[config.mk]
export PLATFORM = sky130hd
export DESIGN_NAME = arinc_parity_unit
export DESIGN_NICKNAME = d
export VERILOG_FILES = /design/src/rtl/arinc_par_pkg.sv /design/src/rtl/arinc_stream_slice.sv /design/src/rtl/arinc_tx_parity.sv /design/src/rtl/arinc_rx_parity.sv /design/src/rtl/arinc_parity_unit.sv
export SDC_FILE = /design/constraint.sdc
export NUM_CORES = 1
export LEC_CHECK = 0
export BUFFER_PORTS_ARGS = -buffer_cell sky130_fd_sc_hd__buf_4
export CORE_ASPECT_RATIO = 0.8
export CORE_MARGIN = 2
export CORE_UTILIZATION = 52
export CTS_BUF_LIST = sky130_fd_sc_hd__clkbuf_8
export DETAILED_ROUTE_END_ITERATION = 12
export GPL_TIMING_DRIVEN = 0
export PLACE_DENSITY = 0.86
export SYNTH_ARGS = -nofsm -noshare
export SYNTH_HDL_FRONTEND = slang
export SYNTH_SLANG_ARGS = --single-unit
[constraint.sdc]
create_clock -name clk -period 2.9 [get_ports clk]
set_input_delay 0.435 -clock clk [delete_from_list [all_inputs] [get_ports clk]]
set_output_delay 0.435 -clock clk [all_outputs]
set_load 0.05 [all_outputs]
[src/rtl/arinc_par_pkg.sv]
package arinc_par_pkg;

  typedef enum logic [1:0] {
    PM_OFF     = 2'd0,
    PM_ODD     = 2'd1,
    PM_EVEN    = 2'd2,
    PM_OFF_ALT = 2'd3
  } par_mode_e;

  function automatic logic mode_checks(par_mode_e m);
    return (m == PM_ODD) || (m == PM_EVEN);
  endfunction

endpackage

[src/rtl/arinc_stream_slice.sv]
module arinc_stream_slice #(
  parameter int DATA_W = 33
) (
  input  logic              clk,
  input  logic              rst_n,
  input  logic              in_valid,
  output logic              in_ready,
  input  logic [DATA_W-1:0] in_data,
  output logic              out_valid,
  input  logic              out_ready,
  output logic [DATA_W-1:0] out_data
);

  logic              full_q;
  logic [DATA_W-1:0] data_q;

  assign in_ready  = !full_q || out_ready;
  assign out_valid = full_q;
  assign out_data  = data_q;

  always_ff @(posedge clk) begin
    if (!rst_n) begin
      full_q <= 1'b0;
      data_q <= '0;
    end else begin
      if (in_ready) full_q <= in_valid;
      if (in_valid && in_ready) data_q <= in_data;
    end
  end

  assert_hold_stable_R10: assert property (@(posedge clk) disable iff (!rst_n)
    (out_valid && !out_ready) |=> (out_valid && $stable(out_data)));

  assert_latency_R9: assert property (@(posedge clk) disable iff (!rst_n)
    (in_valid && in_ready) |=> out_valid);

endmodule

[src/rtl/arinc_tx_parity.sv]
module arinc_tx_parity
  import arinc_par_pkg::*;
#(
  parameter int WORD_W = 32
) (
  input  par_mode_e         mode,
  input  logic [WORD_W-1:0] word_in,
  output logic [WORD_W-1:0] word_out
);

  localparam int LOW_W = WORD_W - 1;

  logic low_odd;
  logic top_bit;

  assign low_odd = ^word_in[LOW_W-1:0];

  always_comb begin
    case (mode)
      PM_ODD:  top_bit = ~low_odd;
      PM_EVEN: top_bit = low_odd;
      default: top_bit = word_in[WORD_W-1];
    endcase
  end

  assign word_out = {top_bit, word_in[LOW_W-1:0]};

  always_comb begin
    if (mode == PM_ODD)  assert_tx_odd_R1: assert (^word_out == 1'b1);
    if (mode == PM_EVEN) assert_tx_even_R2: assert (^word_out == 1'b0);
  end

endmodule

[src/rtl/arinc_rx_parity.sv]
module arinc_rx_parity
  import arinc_par_pkg::*;
#(
  parameter int WORD_W = 32
) (
  input  par_mode_e         mode,
  input  logic [WORD_W-1:0] word_in,
  output logic [WORD_W-1:0] word_out,
  output logic              err
);

  localparam int LOW_W = WORD_W - 1;

  logic status_bit;

  assign status_bit = ~(^word_in);
  assign word_out   = {status_bit, word_in[LOW_W-1:0]};

  always_comb begin
    case (mode)
      PM_ODD:  err = status_bit;
      PM_EVEN: err = ~status_bit;
      default: err = 1'b0;
    endcase
  end

  always_comb begin
    if (!mode_checks(mode)) assert_rx_quiet_R7: assert (!err);
  end

endmodule

[src/rtl/arinc_parity_unit.sv]
module arinc_parity_unit
  import arinc_par_pkg::*;
#(
  parameter int WORD_W = 32
) (
  input  logic              clk,
  input  logic              rst_n,
  input  logic [1:0]        tx_mode,
  input  logic              tx_in_valid,
  output logic              tx_in_ready,
  input  logic [WORD_W-1:0] tx_in_word,
  output logic              tx_out_valid,
  input  logic              tx_out_ready,
  output logic [WORD_W-1:0] tx_out_word,
  input  logic [1:0]        rx_mode,
  input  logic              rx_in_valid,
  output logic              rx_in_ready,
  input  logic [WORD_W-1:0] rx_in_word,
  output logic              rx_out_valid,
  input  logic              rx_out_ready,
  output logic [WORD_W-1:0] rx_out_word,
  output logic              rx_out_err
);

  localparam int RX_SLICE_W = WORD_W + 1;

  logic [WORD_W-1:0]     tx_shaped;
  logic [WORD_W-1:0]     rx_shaped;
  logic                  rx_flag;
  logic [RX_SLICE_W-1:0] rx_slice_q;

  arinc_tx_parity #(.WORD_W(WORD_W)) u_tx_par (
    .mode     (par_mode_e'(tx_mode)),
    .word_in  (tx_in_word),
    .word_out (tx_shaped)
  );

  arinc_stream_slice #(.DATA_W(WORD_W)) u_tx_slice (
    .clk       (clk),
    .rst_n     (rst_n),
    .in_valid  (tx_in_valid),
    .in_ready  (tx_in_ready),
    .in_data   (tx_shaped),
    .out_valid (tx_out_valid),
    .out_ready (tx_out_ready),
    .out_data  (tx_out_word)
  );

  arinc_rx_parity #(.WORD_W(WORD_W)) u_rx_par (
    .mode     (par_mode_e'(rx_mode)),
    .word_in  (rx_in_word),
    .word_out (rx_shaped),
    .err      (rx_flag)
  );

  arinc_stream_slice #(.DATA_W(RX_SLICE_W)) u_rx_slice (
    .clk       (clk),
    .rst_n     (rst_n),
    .in_valid  (rx_in_valid),
    .in_ready  (rx_in_ready),
    .in_data   ({rx_flag, rx_shaped}),
    .out_valid (rx_out_valid),
    .out_ready (rx_out_ready),
    .out_data  (rx_slice_q)
  );

  assign rx_out_word = rx_slice_q[WORD_W-1:0];
  assign rx_out_err  = rx_out_valid & rx_slice_q[WORD_W];

  assert_tx_none_R4: assert property (@(posedge clk) disable iff (!rst_n)
    (tx_in_valid && tx_in_ready && !mode_checks(par_mode_e'(tx_mode)))
      |=> (tx_out_word == $past(tx_in_word)));

  assert_tx_low_bits_R3: assert property (@(posedge clk) disable iff (!rst_n)
    (tx_in_valid && tx_in_ready)
      |=> (tx_out_word[WORD_W-2:0] == $past(tx_in_word[WORD_W-2:0])));

  assert_rx_status_R5: assert property (@(posedge clk) disable iff (!rst_n)
    (rx_in_valid && rx_in_ready)
      |=> (rx_out_word[WORD_W-1] == ~(^$past(rx_in_word))));

  assert_rx_odd_err_R6: assert property (@(posedge clk) disable iff (!rst_n)
    (rx_in_valid && rx_in_ready && rx_mode == 2'd1)
      |=> (rx_out_err == rx_out_word[WORD_W-1]));

  assert_rx_even_err_R6: assert property (@(posedge clk) disable iff (!rst_n)
    (rx_in_valid && rx_in_ready && rx_mode == 2'd2)
      |=> (rx_out_err == !rx_out_word[WORD_W-1]));

  assert_err_with_valid_R8: assert property (@(posedge clk) disable iff (!rst_n)
    rx_out_err |-> rx_out_valid);

  assert_reset_state_R11: assert property (@(posedge clk)
    !rst_n |=> (!tx_out_valid && !rx_out_valid && !rx_out_err));

endmodule

==> metrics.csv <==
stage,metric,value,unit
routing,totalWireLength,7.99,mm
min_path,hp-class,in2reg,
synthesis,synth_compound_gate_area_share,15.3,%
place,dpl_worst_slack,0.875,ns
place,hpwl,6.49,mm
timing,slew_headroom,69.4,%
global_route,global_route_wire_length_before_repair,12.7,mm
timing,timing.final.crit_share,58.8,%
synthesis,post_synth_mux_area_share,0.303,%
final_layout,post_route_cells_drive_above_1_share,34.0,%
pwr,ir_worst_vdd,0.362,mV
clock_network,cts-root-buf,clkbuf_8,
synthesis,synth_area,3300,sq um
final_layout,multiInputGateArea,1630,sq um
setup_path,worst_setup_path_start_kind,primary input,
synthesis,synth_top_family_by_area,simple AND/OR/NAND/NOR gates,
synthesis,post-synth-top-area-fraction,40.6,%
timing,report.final.slew_viol_count,0,
synthesis,number_of_synthesized_flops_with_an_enable_pin,0,
floorplan,placeableCoreArea,6010,sq um
synthesis,syn_area_per_cell,8.34,sq um
final_layout,antenna_cells_inserted,0,
synthesis,net_count_of_the_mapped_netlist,472,
synthesis,yosysMostFrequentCell,nand2_1,
pwr,power.share.clock,26.8,%
synthesis,post-synth-top-area-cell,dfxtp_1,
timing,fin_skew,0.00548,ns
synthesis,yosys.cell_types.count,18,
outcome,result_of_the_run,"finished, final reports clean",
synthesis,synth_top_flop_cell,dfxtp_1,
pwr,combinational_fraction_of_design_power,34.0,%
routing,detailedRoute.firstPassIterationCount,7,
clock_network,cts_made_buffers,9,
global_route,antenna_violations_before_repair,0,
synthesis,synthAdderAreaFrac,0.758,%
floorplan,floorplan.initialDensity,55.0,%
floorplan,pin_count,143,
floorplan,die_width,93.1,microns
timing,finalSetupViolations,0,
synthesis,synth_commonest_cells,"nand2_1, dfxtp_1, a21boi_0, xnor2_1, buf_4",
synthesis,seq_area_frac_synth,40.6,%
setup_path,critical_path.endpoint_type,flip-flop,
place,port_buffers,141,
timing,fin_crit,1.71,ns
global_route,track_usage,23.3,%
clock_network,cts_tree,built,
global_route,grt_max_degree,12,
routing,final_antenna_net_count,0,
setup_path,worst_setup_path_category,in2reg,
clock_network,cts_buffer_depth,2,
floorplan,placement_rows,25,
routing,route.detailed.drc,0,
pwr,p_leak,2.09,nW
synthesis,basic_gate_share_of_the_synthesized_area_counting_and_or_nand_and_nor_cells,16.7,%
place,place_inst,618,
floorplan,floorplan.die.height,75.3,microns
setup_path,crit_path_max_fanout,3,
routing,post_drt_wl_per_cell,12.6,microns
clock_network,cts_num_sinks,67,
final_layout,fillers,476,
pwr,pwr-share-seq,39.2,%
synthesis,ys_ff_latch,67,
synthesis,synthArstFlopShare,0,%
pwr,swShare,33.8,%
pwr,p_sw,0.000874,W
clock_network,clk_pin_slew_worst_setup_hold_paths,0.07,ns
setup_path,worst_ep_arrival_time,1.96,ns
final_layout,area_growth,40.6,%
routing,drt-initial-drc-count,76,
place,gp_congestion,0.784,
timing,post-route-worst-setup-slack,1.19,ns
synthesis,post_synth_inst_count,396,
clock_network,maximum_level_of_the_cts_h_tree,3,
synthesis,yosysWarningCount,0,
routing,viasPerCell,4.62,
routing,routed-via-count,2929,
final_layout,finish.instance_area,4640,sq um
setup_path,worst-endpoint-required,3.16,ns
global_route,via_count_of_the_first_global_routing_pass,2842,
clock_network,worst_skew_pair.late_latency,0.34,ns
timing,grt_setup_unrepaired,no,
synthesis,synth_xor_area_share,16.2,%
global_route,residual_overflow_from_global_routing,0,
clock_network,postCtsSetupBuffers,0,
synthesis,synthTopCellsByArea,"dfxtp_1, nand2_1, a21boi_0",
place,placement_cell_area,4460,sq um
clock_network,cts_hold_buffers,0,
run,maxCapViolCount,0,
timing,timing.fmax,586,MHz
timing,finalSetupTns,0,ns
final_layout,final-instance-count-excl-fill,634,
pwr,internal_power,0.00171,W
pwr,pwr_density_cell,558,nW/um^2
final_layout,num-nets-final,624,
final_layout,ff_latch_area,1340,sq um
clock_network,cts_resized,0,
timing,hold_violations,0,
floorplan,dieArea,7000,sq um
timing,tightestPinTransition,0.459,ns
power by group through the flow:
stage | combinational, W | sequential (W) | clock, W
after detailed placement | 0.000882 | 0.00104 | 0
after floorplan | 0.000520 | 0.00113 | 0
after global placement | 0.000867 | 0.00103 | 0
final | 0.000881 | 0.00102 | 0.000693
after CTS | 0.000887 | 0.00102 | 0.000714
after global routing | 0.000943 | 0.00102 | 0.000754
state kept, by name, summed over array words and instances, names as in the netlist:
signal and cells:
u_tx_slice.out_data 32, u_rx_slice.out_data 33, u_rx_slice.out_valid 1, u_tx_slice.out_valid 1
per-layer routing:
layer,track usage [%],up-vias,part of all wire [%]
met2,40.9,75,50
met3,5.31,17,4.6
met5,0,-,0
met4,10.5,0,2.4
li1,-,1521,-
met1,27.7,1316,43
cells by family after synthesis:
kind of cell | count (synthesis)
muxes | 1
adders and majority gates | 2
AOI/OAI and AO/OA | 68
xor gates and xnor gates | 61
DFF | 67
buffers and inverters | 57
and+or+nand+nor | 140
area by class of cell:
type | instances | area share, %
sequential | 67 | 28.9
clock buffer | 11 | 3.26
timing repair buffer | 141 | 22.8
inverter | 4 | 0.324
buffer | 53 | 6.88
multi-input combinational | 272 | 35.0
clock inverter | 5 | 0.620
tap | 81 | 2.18
placed cells by master (no fill, tap or decap):
cell type | synthesis | layout
clkbuf_1 | 17 | 17
a21boi_0 | 65 | 65
xnor2_1 | 53 | 53
buf_1 | 4 | 4
clkinvlp_4 | 0 | 2
a31oi_1 | 1 | 1
or3b_1 | 1 | 1
xor2_1 | 8 | 8
nand2_1 | 131 | 131
nand3_1 | 1 | 1
dfxtp_1 | 67 | 67
nand2b_1 | 2 | 2
inv_1 | 4 | 5
buf_4 | 32 | 173
and2_1 | 3 | 3
nand3b_1 | 2 | 2
ha_1 | 2 | 2
o21ai_0 | 2 | 2
mux2i_1 | 1 | 1
clkinv_2 | 0 | 2
clkbuf_8 | 0 | 11
final timing paths:
| path | from | endpoint | slack (ns) | cells past startpoint |
|---|---|---|---|---|
| max reg2reg | u_rx_slice.out_valid$_SDFFE_PN0N_ | u_rx_slice.out_data[16]$_SDFFE_PN0P_ | 1.28 | 6 |
| min | rx_in_word[27] | u_rx_slice.out_data[27]$_SDFFE_PN0P_ | 0.37 | 3 |
| max | rx_in_word[30] | u_rx_slice.out_data[32]$_SDFFE_PN0P_ | 1.19 | 8 |
| min reg2reg | u_rx_slice.out_data[1]$_SDFFE_PN0P_ | u_rx_slice.out_data[1]$_SDFFE_PN0P_ | 0.46 | 2 |
metrics by stage:
| step | hold slack [ns] | util (%) | power, W |
|---|---|---|---|
| 3_3_place_gp | 0.450 | 74.3 | 0.00190 |
| 6_report | 0.367 | 77.3 | 0.00259 |
| 2_1_floorplan | 0.444 | - | 0.00165 |
| 4_1_cts | 0.347 | 77.3 | 0.00262 |
| 5_1_grt | 0.359 | 77.3 | 0.00272 |
| 3_5_place_dp | 0.457 | 74.3 | 0.00192 |
critical path, stage by stage:
cell     delay [ns]
buf_4          0.12
xor2_1         0.16
xnor2_1        0.14
xnor2_1        0.24
xnor2_1        0.18
xnor2_1        0.14
or3b_1         0.36
a31oi_1        0.18
Power figures use the tool's default switching activity.
